$ cat src/rtl/pattr_pkg.sv
package pattr_pkg;

    localparam int HADDR_W = 8;
    localparam int DATA_W  = 8;
    localparam int OFS_W   = 6;
    localparam int PORT_W  = 4;
    localparam int NPORTS  = 13;
    localparam int MAXRUN  = 6;
    localparam int RUN_W   = $clog2(MAXRUN + 1);
    localparam int SADDR_W = 1 + PORT_W + OFS_W;

    localparam logic [HADDR_W-1:0] A_CFG  = 8'h01;
    localparam logic [HADDR_W-1:0] A_RD0  = 8'h10;
    localparam logic [HADDR_W-1:0] A_OFS  = 8'h20;
    localparam logic [HADDR_W-1:0] A_PAGE = 8'h21;
    localparam logic [HADDR_W-1:0] A_WDAT = 8'h22;
    localparam logic [HADDR_W-1:0] A_CMD  = 8'h23;
    localparam logic [HADDR_W-1:0] A_STAT = 8'h24;

    typedef enum logic [2:0] {
        ST_IDLE,
        ST_READ,
        ST_DRAIN,
        ST_WRITE,
        ST_FILL
    } eng_state_t;

    typedef enum logic [1:0] {
        OP_NONE  = 2'd0,
        OP_READ  = 2'd1,
        OP_WRITE = 2'd2,
        OP_FILL  = 2'd3
    } eng_op_t;

    // Clamp the host's run-length field into 1..MAXRUN
    function automatic logic [RUN_W-1:0] run_len(input logic [RUN_W-1:0] f);
        if (f == '0)
            return RUN_W'(1);
        else if (f > RUN_W'(MAXRUN))
            return RUN_W'(MAXRUN);
        else
            return f;
    endfunction

endpackage

$ cat src/rtl/pattr_addrgen.sv
module pattr_addrgen
    import pattr_pkg::*;
(
    input  logic               dev,
    input  logic [PORT_W-1:0]  port,
    input  logic [OFS_W-1:0]   ofs,
    input  logic [RUN_W-1:0]   idx,
    output logic [SADDR_W-1:0] addr
);

    logic [PORT_W-1:0] page;
    logic [OFS_W-1:0]  col;

    assign page = port - PORT_W'(1);
    assign col  = ofs + OFS_W'(idx);   // wraps inside the 64-byte page
    assign addr = {dev, page, col};

endmodule

$ cat src/rtl/pattr_hostregs.sv
module pattr_hostregs
    import pattr_pkg::*;
(
    input  logic               clk,
    input  logic               rst_n,
    input  logic [HADDR_W-1:0] host_addr,
    input  logic [DATA_W-1:0]  host_wdata,
    input  logic               host_wr,
    input  logic               host_rd,
    output logic [DATA_W-1:0]  host_rdata,
    input  logic               busy,
    input  logic               set_err,
    input  logic               set_done,
    input  logic               cap_we,
    input  logic [RUN_W-1:0]   cap_idx,
    input  logic [DATA_W-1:0]  cap_data,
    output logic [RUN_W-1:0]   run_q,
    output logic [OFS_W-1:0]   ofs_q,
    output logic               dev_q,
    output logic [PORT_W-1:0]  port_q,
    output logic [DATA_W-1:0]  wbyte_q,
    output logic               start,
    output eng_op_t            start_op,
    output logic               err_q,
    output logic               done_q
);

    logic [DATA_W-1:0] rd_q [MAXRUN];
    logic              stat_clr;
    logic [DATA_W-1:0] status;

    assign start_op = eng_op_t'(host_wdata[1:0]);
    assign start    = host_wr && (host_addr == A_CMD) && (host_wdata[1:0] != 2'b00) && !busy;
    assign stat_clr = host_rd && (host_addr == A_STAT);

    always_ff @(posedge clk) begin
        if (!rst_n) begin
            run_q   <= '0;
            ofs_q   <= '0;
            dev_q   <= 1'b0;
            port_q  <= '0;
            wbyte_q <= '0;
        end else if (host_wr) begin
            if (host_addr == A_CFG)  run_q   <= host_wdata[RUN_W-1:0];
            if (host_addr == A_OFS)  ofs_q   <= host_wdata[OFS_W-1:0];
            if (host_addr == A_PAGE) begin
                dev_q  <= host_wdata[PORT_W];
                port_q <= host_wdata[PORT_W-1:0];
            end
            if (host_addr == A_WDAT) wbyte_q <= host_wdata;
        end
    end

    // Sticky flags: a set in the same cycle as the clearing read wins
    always_ff @(posedge clk) begin
        if (!rst_n) begin
            err_q  <= 1'b0;
            done_q <= 1'b0;
        end else begin
            err_q  <= set_err  | (err_q  & ~stat_clr);
            done_q <= set_done | (done_q & ~stat_clr);
        end
    end

    // Read-data registers: data path only, no reset
    for (genvar g = 0; g < MAXRUN; g++) begin : g_rd
        always_ff @(posedge clk) begin
            if (cap_we && (cap_idx == RUN_W'(g)))
                rd_q[g] <= cap_data;
        end
    end

    always_comb begin
        status    = '0;
        status[0] = busy;
        status[1] = err_q;
        status[2] = done_q;
    end

    always_comb begin
        host_rdata = '0;
        unique case (host_addr)
            A_CFG:   host_rdata = DATA_W'(run_q);
            A_OFS:   host_rdata = DATA_W'(ofs_q);
            A_PAGE:  host_rdata = DATA_W'({dev_q, port_q});
            A_WDAT:  host_rdata = wbyte_q;
            A_STAT:  host_rdata = status;
            default: host_rdata = '0;
        endcase
        for (int i = 0; i < MAXRUN; i++) begin
            if (host_addr == A_RD0 + HADDR_W'(i))
                host_rdata = rd_q[i];
        end
    end

endmodule

$ cat src/rtl/pattr_seq.sv
module pattr_seq
    import pattr_pkg::*;
(
    input  logic               clk,
    input  logic               rst_n,
    input  logic               start,
    input  eng_op_t            start_op,
    input  logic [RUN_W-1:0]   run,
    input  logic [OFS_W-1:0]   ofs,
    input  logic               dev,
    input  logic [PORT_W-1:0]  port,
    input  logic [DATA_W-1:0]  wbyte,
    input  logic               upd_req,
    output logic               upd_gnt,
    input  logic [DATA_W-1:0]  sram_rdata,
    output logic               sram_cs,
    output logic               sram_we,
    output logic [SADDR_W-1:0] sram_addr,
    output logic [DATA_W-1:0]  sram_wdata,
    output logic               busy,
    output logic               set_err,
    output logic               set_done,
    output logic               cap_we,
    output logic [RUN_W-1:0]   cap_idx,
    output logic [DATA_W-1:0]  cap_data
);

    eng_state_t st_q, st_nx;

    logic               gnt;
    logic               port_bad;
    logic               accept;
    logic               last_run;
    logic               fill_last;
    logic               op_dev_q;
    logic [PORT_W-1:0]  op_port_q;
    logic [OFS_W-1:0]   op_ofs_q;
    logic [DATA_W-1:0]  op_wbyte_q;
    logic [RUN_W-1:0]   op_len_q;
    logic [RUN_W-1:0]   idx_q;
    logic [SADDR_W-1:0] fill_q;
    logic               cap_vld_q;
    logic [RUN_W-1:0]   cap_idx_q;
    logic [SADDR_W-1:0] run_addr;

    assign gnt       = !upd_req;
    assign upd_gnt   = upd_req;
    assign port_bad  = (port == '0) || (port > PORT_W'(NPORTS));
    assign accept    = (st_q == ST_IDLE) && start && ((start_op == OP_FILL) || !port_bad);
    assign last_run  = (idx_q == op_len_q - RUN_W'(1));
    assign fill_last = &fill_q;

    pattr_addrgen u_addr (
        .dev  (op_dev_q),
        .port (op_port_q),
        .ofs  (op_ofs_q),
        .idx  (idx_q),
        .addr (run_addr)
    );

    // State register
    always_ff @(posedge clk) begin
        if (!rst_n)
            st_q <= ST_IDLE;
        else
            st_q <= st_nx;
    end

    // Next state
    always_comb begin
        st_nx = st_q;
        unique case (st_q)
            ST_IDLE: begin
                if (accept) begin
                    unique case (start_op)
                        OP_READ:  st_nx = ST_READ;
                        OP_WRITE: st_nx = ST_WRITE;
                        OP_FILL:  st_nx = ST_FILL;
                        default:  st_nx = ST_IDLE;
                    endcase
                end
            end
            ST_READ:  if (gnt && last_run)  st_nx = ST_DRAIN;
            ST_DRAIN: st_nx = ST_IDLE;
            ST_WRITE: if (gnt && last_run)  st_nx = ST_IDLE;
            ST_FILL:  if (gnt && fill_last) st_nx = ST_IDLE;
            default:  st_nx = ST_IDLE;
        endcase
    end

    // Operand capture and progress counters
    always_ff @(posedge clk) begin
        if (!rst_n) begin
            op_dev_q   <= 1'b0;
            op_port_q  <= PORT_W'(1);
            op_ofs_q   <= '0;
            op_wbyte_q <= '0;
            op_len_q   <= RUN_W'(1);
            idx_q      <= '0;
            fill_q     <= '0;
            cap_vld_q  <= 1'b0;
            cap_idx_q  <= '0;
        end else begin
            cap_vld_q <= (st_q == ST_READ) && gnt;
            cap_idx_q <= idx_q;
            if (accept) begin
                op_dev_q   <= dev;
                op_port_q  <= port;
                op_ofs_q   <= ofs;
                op_wbyte_q <= wbyte;
                op_len_q   <= run_len(run);
                idx_q      <= '0;
                fill_q     <= '0;
            end else if (gnt && ((st_q == ST_READ) || (st_q == ST_WRITE))) begin
                idx_q <= idx_q + RUN_W'(1);
            end else if (gnt && (st_q == ST_FILL)) begin
                fill_q <= fill_q + SADDR_W'(1);
            end
        end
    end

    // Outputs
    always_comb begin
        sram_cs    = 1'b0;
        sram_we    = 1'b0;
        sram_addr  = '0;
        sram_wdata = op_wbyte_q;
        set_done   = 1'b0;
        busy       = (st_q != ST_IDLE);
        set_err    = (st_q == ST_IDLE) && start && (start_op != OP_FILL) && port_bad;
        cap_we     = cap_vld_q;
        cap_idx    = cap_idx_q;
        cap_data   = sram_rdata;
        unique case (st_q)
            ST_READ: begin
                sram_cs   = gnt;
                sram_addr = run_addr;
            end
            ST_WRITE: begin
                sram_cs   = gnt;
                sram_we   = gnt;
                sram_addr = run_addr;
            end
            ST_FILL: begin
                sram_cs   = gnt;
                sram_we   = gnt;
                sram_addr = fill_q;
                set_done  = gnt && fill_last;
            end
            default: ;
        endcase
    end

endmodule

$ cat src/rtl/pattr_access_engine.sv
module pattr_access_engine
    import pattr_pkg::*;
(
    input  logic               clk,
    input  logic               rst_n,
    input  logic [HADDR_W-1:0] host_addr,
    input  logic [DATA_W-1:0]  host_wdata,
    input  logic               host_wr,
    input  logic               host_rd,
    output logic [DATA_W-1:0]  host_rdata,
    input  logic               upd_req,
    output logic               upd_gnt,
    output logic               sram_cs,
    output logic               sram_we,
    output logic [SADDR_W-1:0] sram_addr,
    output logic [DATA_W-1:0]  sram_wdata,
    input  logic [DATA_W-1:0]  sram_rdata
);

    logic              busy;
    logic              set_err;
    logic              set_done;
    logic              cap_we;
    logic [RUN_W-1:0]  cap_idx;
    logic [DATA_W-1:0] cap_data;
    logic [RUN_W-1:0]  run_q;
    logic [OFS_W-1:0]  ofs_q;
    logic              dev_q;
    logic [PORT_W-1:0] port_q;
    logic [DATA_W-1:0] wbyte_q;
    logic              start;
    eng_op_t           start_op;
    logic              err_q;
    logic              done_q;

    pattr_hostregs u_regs (
        .clk        (clk),
        .rst_n      (rst_n),
        .host_addr  (host_addr),
        .host_wdata (host_wdata),
        .host_wr    (host_wr),
        .host_rd    (host_rd),
        .host_rdata (host_rdata),
        .busy       (busy),
        .set_err    (set_err),
        .set_done   (set_done),
        .cap_we     (cap_we),
        .cap_idx    (cap_idx),
        .cap_data   (cap_data),
        .run_q      (run_q),
        .ofs_q      (ofs_q),
        .dev_q      (dev_q),
        .port_q     (port_q),
        .wbyte_q    (wbyte_q),
        .start      (start),
        .start_op   (start_op),
        .err_q      (err_q),
        .done_q     (done_q)
    );

    pattr_seq u_seq (
        .clk        (clk),
        .rst_n      (rst_n),
        .start      (start),
        .start_op   (start_op),
        .run        (run_q),
        .ofs        (ofs_q),
        .dev        (dev_q),
        .port       (port_q),
        .wbyte      (wbyte_q),
        .upd_req    (upd_req),
        .upd_gnt    (upd_gnt),
        .sram_rdata (sram_rdata),
        .sram_cs    (sram_cs),
        .sram_we    (sram_we),
        .sram_addr  (sram_addr),
        .sram_wdata (sram_wdata),
        .busy       (busy),
        .set_err    (set_err),
        .set_done   (set_done),
        .cap_we     (cap_we),
        .cap_idx    (cap_idx),
        .cap_data   (cap_data)
    );

endmodule

$ cat config.mk
export PLATFORM = sky130hd
export DESIGN_NAME = pattr_access_engine
export DESIGN_NICKNAME = d
export VERILOG_FILES = /design/src/rtl/pattr_pkg.sv /design/src/rtl/pattr_addrgen.sv /design/src/rtl/pattr_hostregs.sv /design/src/rtl/pattr_seq.sv /design/src/rtl/pattr_access_engine.sv
export SDC_FILE = /design/constraint.sdc
export NUM_CORES = 1
export LEC_CHECK = 0
export BUFFER_PORTS_ARGS = -buffer_cell sky130_fd_sc_hd__buf_2
export CAP_MARGIN = 20
export CELL_PAD_IN_SITES_DETAIL_PLACEMENT = 0
export CELL_PAD_IN_SITES_GLOBAL_PLACEMENT = 1
export CORE_ASPECT_RATIO = 0.75
export CORE_MARGIN = 3
export CORE_UTILIZATION = 41
export DETAILED_ROUTE_END_ITERATION = 6
export PLACE_DENSITY = 0.75
export SLEW_MARGIN = 40
export SYNTH_ARGS = -nofsm -noshare
export SYNTH_HDL_FRONTEND = slang
export SYNTH_SLANG_ARGS = --single-unit
$ cat constraint.sdc
create_clock -name clk -period 2.1 [get_ports clk]
set_clock_uncertainty 0.2 [all_clocks]
set_input_delay 0.315 -clock clk [delete_from_list [all_inputs] [get_ports clk]]
set_output_delay 0.315 -clock clk [all_outputs]
set_load 0.05 [all_outputs]
==> flow_summary.toml <==
[placement]
place.gp.congestion = 0.961
dp_hpwl_mm = 12.3
dp_cells = 874
portBuffers = 58

[logic_synthesis]
syn_avg_cell_area_sq_um = 9.64
ys_warn_count = 0
synth_edf_count = 48
yosys_register_bits = 115
syn_area_sq_um = 5660
ys_seq_area_share_pct = 49.2
synthArstFlopShare_pct = 0
synth_ff_type = "dfxtp_1"
synthCells = 587
syn_nets = 627
synth_cell_type_count = 66

[routing]
drt-total-wl_mm = 17.1
dr.pass1.iters = 5
via_count = 5004
wire_per_inst_um = 18.3
vias_per_cell = 5.34
detail-route-antenna-nets = 0
drt-initial-drc-count = 402
drc_errors = 0

[die]
start_util_pct = 42.7
coreArea_sq_um = 13200
ios = 59
die_area_sq_um = 15300
rows = 36
die_h_um = 108
fp.dieW_um = 142

[setup_path]
cp-start-kind = "flip-flop"
end_kind = "output port"
crit_slowest_cell = "dfxtp_2"
cp_max_fo = 3
slowest_delay_ps = 370
path_class = "reg2out"
required_ps = 1580
cp_cell_sequence = "ha_4 -> a21o_1 -> a21oi_2 -> nor2_2 -> xnor2_2 -> o32ai_4 -> buf_6"
crit_arrival_ps = 2060

[timing]
period_needed_ps = 2580
worst_slack_ps = -479
fmax_mhz = 388
slew_viol_final = 0
grt_setup_unrepaired = "yes"
setup_viol = 13
post-route-period-util_pct = 123
worst_slew_pin_slew_ps = 545
hold_viol_final = 0
slew-limit-headroom_pct = 63.7

[grt]
grt_max_degree = 56
antenna_found_initial = 0
grt_pass1_vias = 4937
overflow = 0
grtUsageTotal_pct = 23.1
grt_pass1_wl_mm = 27.0

[clocking]
cts_root_buffer = "clkbuf_16"
cts_num_sinks = 115
clk_path_buf_depth = 2
clkTransAtPathRegs_ps = 50
clock_latency_ps = 420
cts_buffers = 17
cts_tree = "built"
h-tree-depth = 4

[layout]
instances_no_fill = 937
final_util_pct = 62.0
num-nets-final = 793
layout_common_cells = "96 x buf_4, 89 x nand2_1, 54 x dfxtp_1, 48 x edfxtp_1, 38 x nor2_1"
nFillCells = 1096
antenna_cells = 0
final_common_cell = "buf_4"
drive_gt1_share_pct = 37.5
area.growth.synth_to_final_pct = 45.2

[power]
power_density_nw_per_um2 = 677
peakVddDrop_mv = 0.624
finalPower_uw = 5560
leakagePower_uw = 0.00318

[min_path]
hp-class = "in2reg"

[run]
maxCapViolCount = 0

[run_status]
outcome = "finished, violations left"
violations = "negative setup slack"
-- worst paths after layout --
kind	from	end	slack [ps]	depth (start not counted)
min	host_wdata[2]	u_regs.ofs_q[2]$_SDFFE_PN0P_	30	3
min reg2reg	u_seq.sram_wdata[0]$_SDFFE_PN0P_	u_seq.sram_wdata[0]$_SDFFE_PN0P_	250	2
max	u_seq.op_ofs_q[1]$_SDFFE_PN0P_	sram_addr[5]	-480	7
max reg2reg	u_regs.port_q[3]$_SDFFE_PN0P_	u_seq.op_port_q[0]$_SDFFE_PN1P_	180	7
-- power breakdown --
group | switching, uW | internal [uW] | total [uW] | leakage [uW]
Combinational | 210 | 200 | 410 | 0.00193
Clock | 1000 | 1830 | 2830 | 0.000277
Sequential | 0.731 | 2320 | 2320 | 0.000977
-- synth_stat cells (3+ instances only) --
cell	n	share of area, %
a221o_1	3	0.53
or4_1	3	0.40
o22ai_1	12	1.3
nor4b_2	3	0.80
nor2b_1	14	1.5
buf_6	3	0.60
ha_1	10	2.2
a22oi_1	5	0.66
nand3b_1	4	0.53
dfxtp_1	67	24
nand2_1	90	6.0
nand3_1	34	3.0
a21boi_1	18	2.4
a22o_1	7	1.1
mux2i_1	13	2.3
and3_1	6	0.66
nor4_1	3	0.33
nor3_1	6	0.53
xnor2_1	12	1.9
buf_1	4	0.27
mux2_2	3	0.60
edfxtp_1	48	25
a21oi_1	16	1.4
a21boi_0	19	2.5
clkbuf_1	15	0.99
xor2_1	9	1.4
and2_1	8	0.88
nor2_1	41	2.7
or3_1	3	0.33
a31oi_1	3	0.33
o21ai_0	26	2.3
inv_1	18	1.2
nand2b_1	11	1.2
buf_2	9	0.80
-- timing repair --
item,in CTS,in global routing
endpoints found under the hold margin,58,0
endpoints found under the setup margin,21,33
hold buffers,13,0
buffers inserted,10,8
resized for setup,111,50
pin swaps,24,29
-- layer usage --
metal  GRT usage, %  wire [um]
met4           4.45        160
met3           6.35       1010
met5              0          0
met1           34.3       8500
met2           33.8       7460
-- flip-flops by register name, indices dropped and copies added (netlist names) --
| name | count |
|---|---|
| u_seq.op_ofs_q | 6 |
| u_regs.rd_q | 48 |
| u_regs.err_q | 1 |
| u_seq.cap_idx | 3 |
| u_regs.port_q | 4 |
| u_regs.dev_q | 1 |
| u_regs.ofs_q | 6 |
| u_regs.run_q | 3 |
| u_seq.cap_we | 1 |
| u_regs.wbyte_q | 8 |
| u_seq.idx_q | 3 |
| u_regs.done_q | 1 |
| u_seq.st_q | 3 |
| u_seq.op_port_q | 4 |
| u_seq.sram_wdata | 8 |
| u_seq.op_dev_q | 1 |
| u_seq.op_len_q | 3 |
| u_seq.fill_q | 11 |
-- worst max-delay path, delay by kind of cell (launching register included) --
kind                       cells  cell delay [ps]
xor gates and xnor gates       1              170
buffers and inverters          1              190
adders and majority gates      1              210
AOI/OAI and AO/OA              3              630
DFF                            1              370
and+or+nand+nor                1               70
-- through the flow --
stage | area (sq um) | setup WS, ps | hold slack [ps] | setup TNS [ps]
finish | 8220 | -479 | 29.4 | -3180
global route | 8220 | -545 | 36.2 | -4000
CTS | 7960 | -474 | 14.0 | -3090
detailed placement | 6850 | -520 | 243 | -12630
global placement | 6850 | -495 | 237 | -11750
floorplan | 5800 | -285 | 214 | -3540
-- cell type report --
cell class / count / area, sq um / area share (%)
Clock buffer: 18 / 429 / 5.22
Tap cell: 171 / 214 / 2.60
Clock inverter: 14 / 144 / 1.75
Multi-Input combinational cell: 421 / 3010 / 36.6
Sequential cell: 115 / 2810 / 34.2
Timing Repair Buffer: 180 / 1550 / 18.8
Inverter: 18 / 67.6 / 0.822
-- kinds of logic (layout without fill, tap and decap cells) --
kind of cell	after synthesis	in the layout	synth area share, %
AND/OR/NAND/NOR	246	246	22.4
XOR/XNOR	22	22	3.67
multiplexers	16	16	2.90
buffers and inverters	51	230	4.11
AO/OA/AOI/OAI	125	125	15.0
adder cells (fa/ha/maj)	12	12	2.74
flip-flops	115	115	49.2
Note: power is estimated with default switching activity, not from simulation.
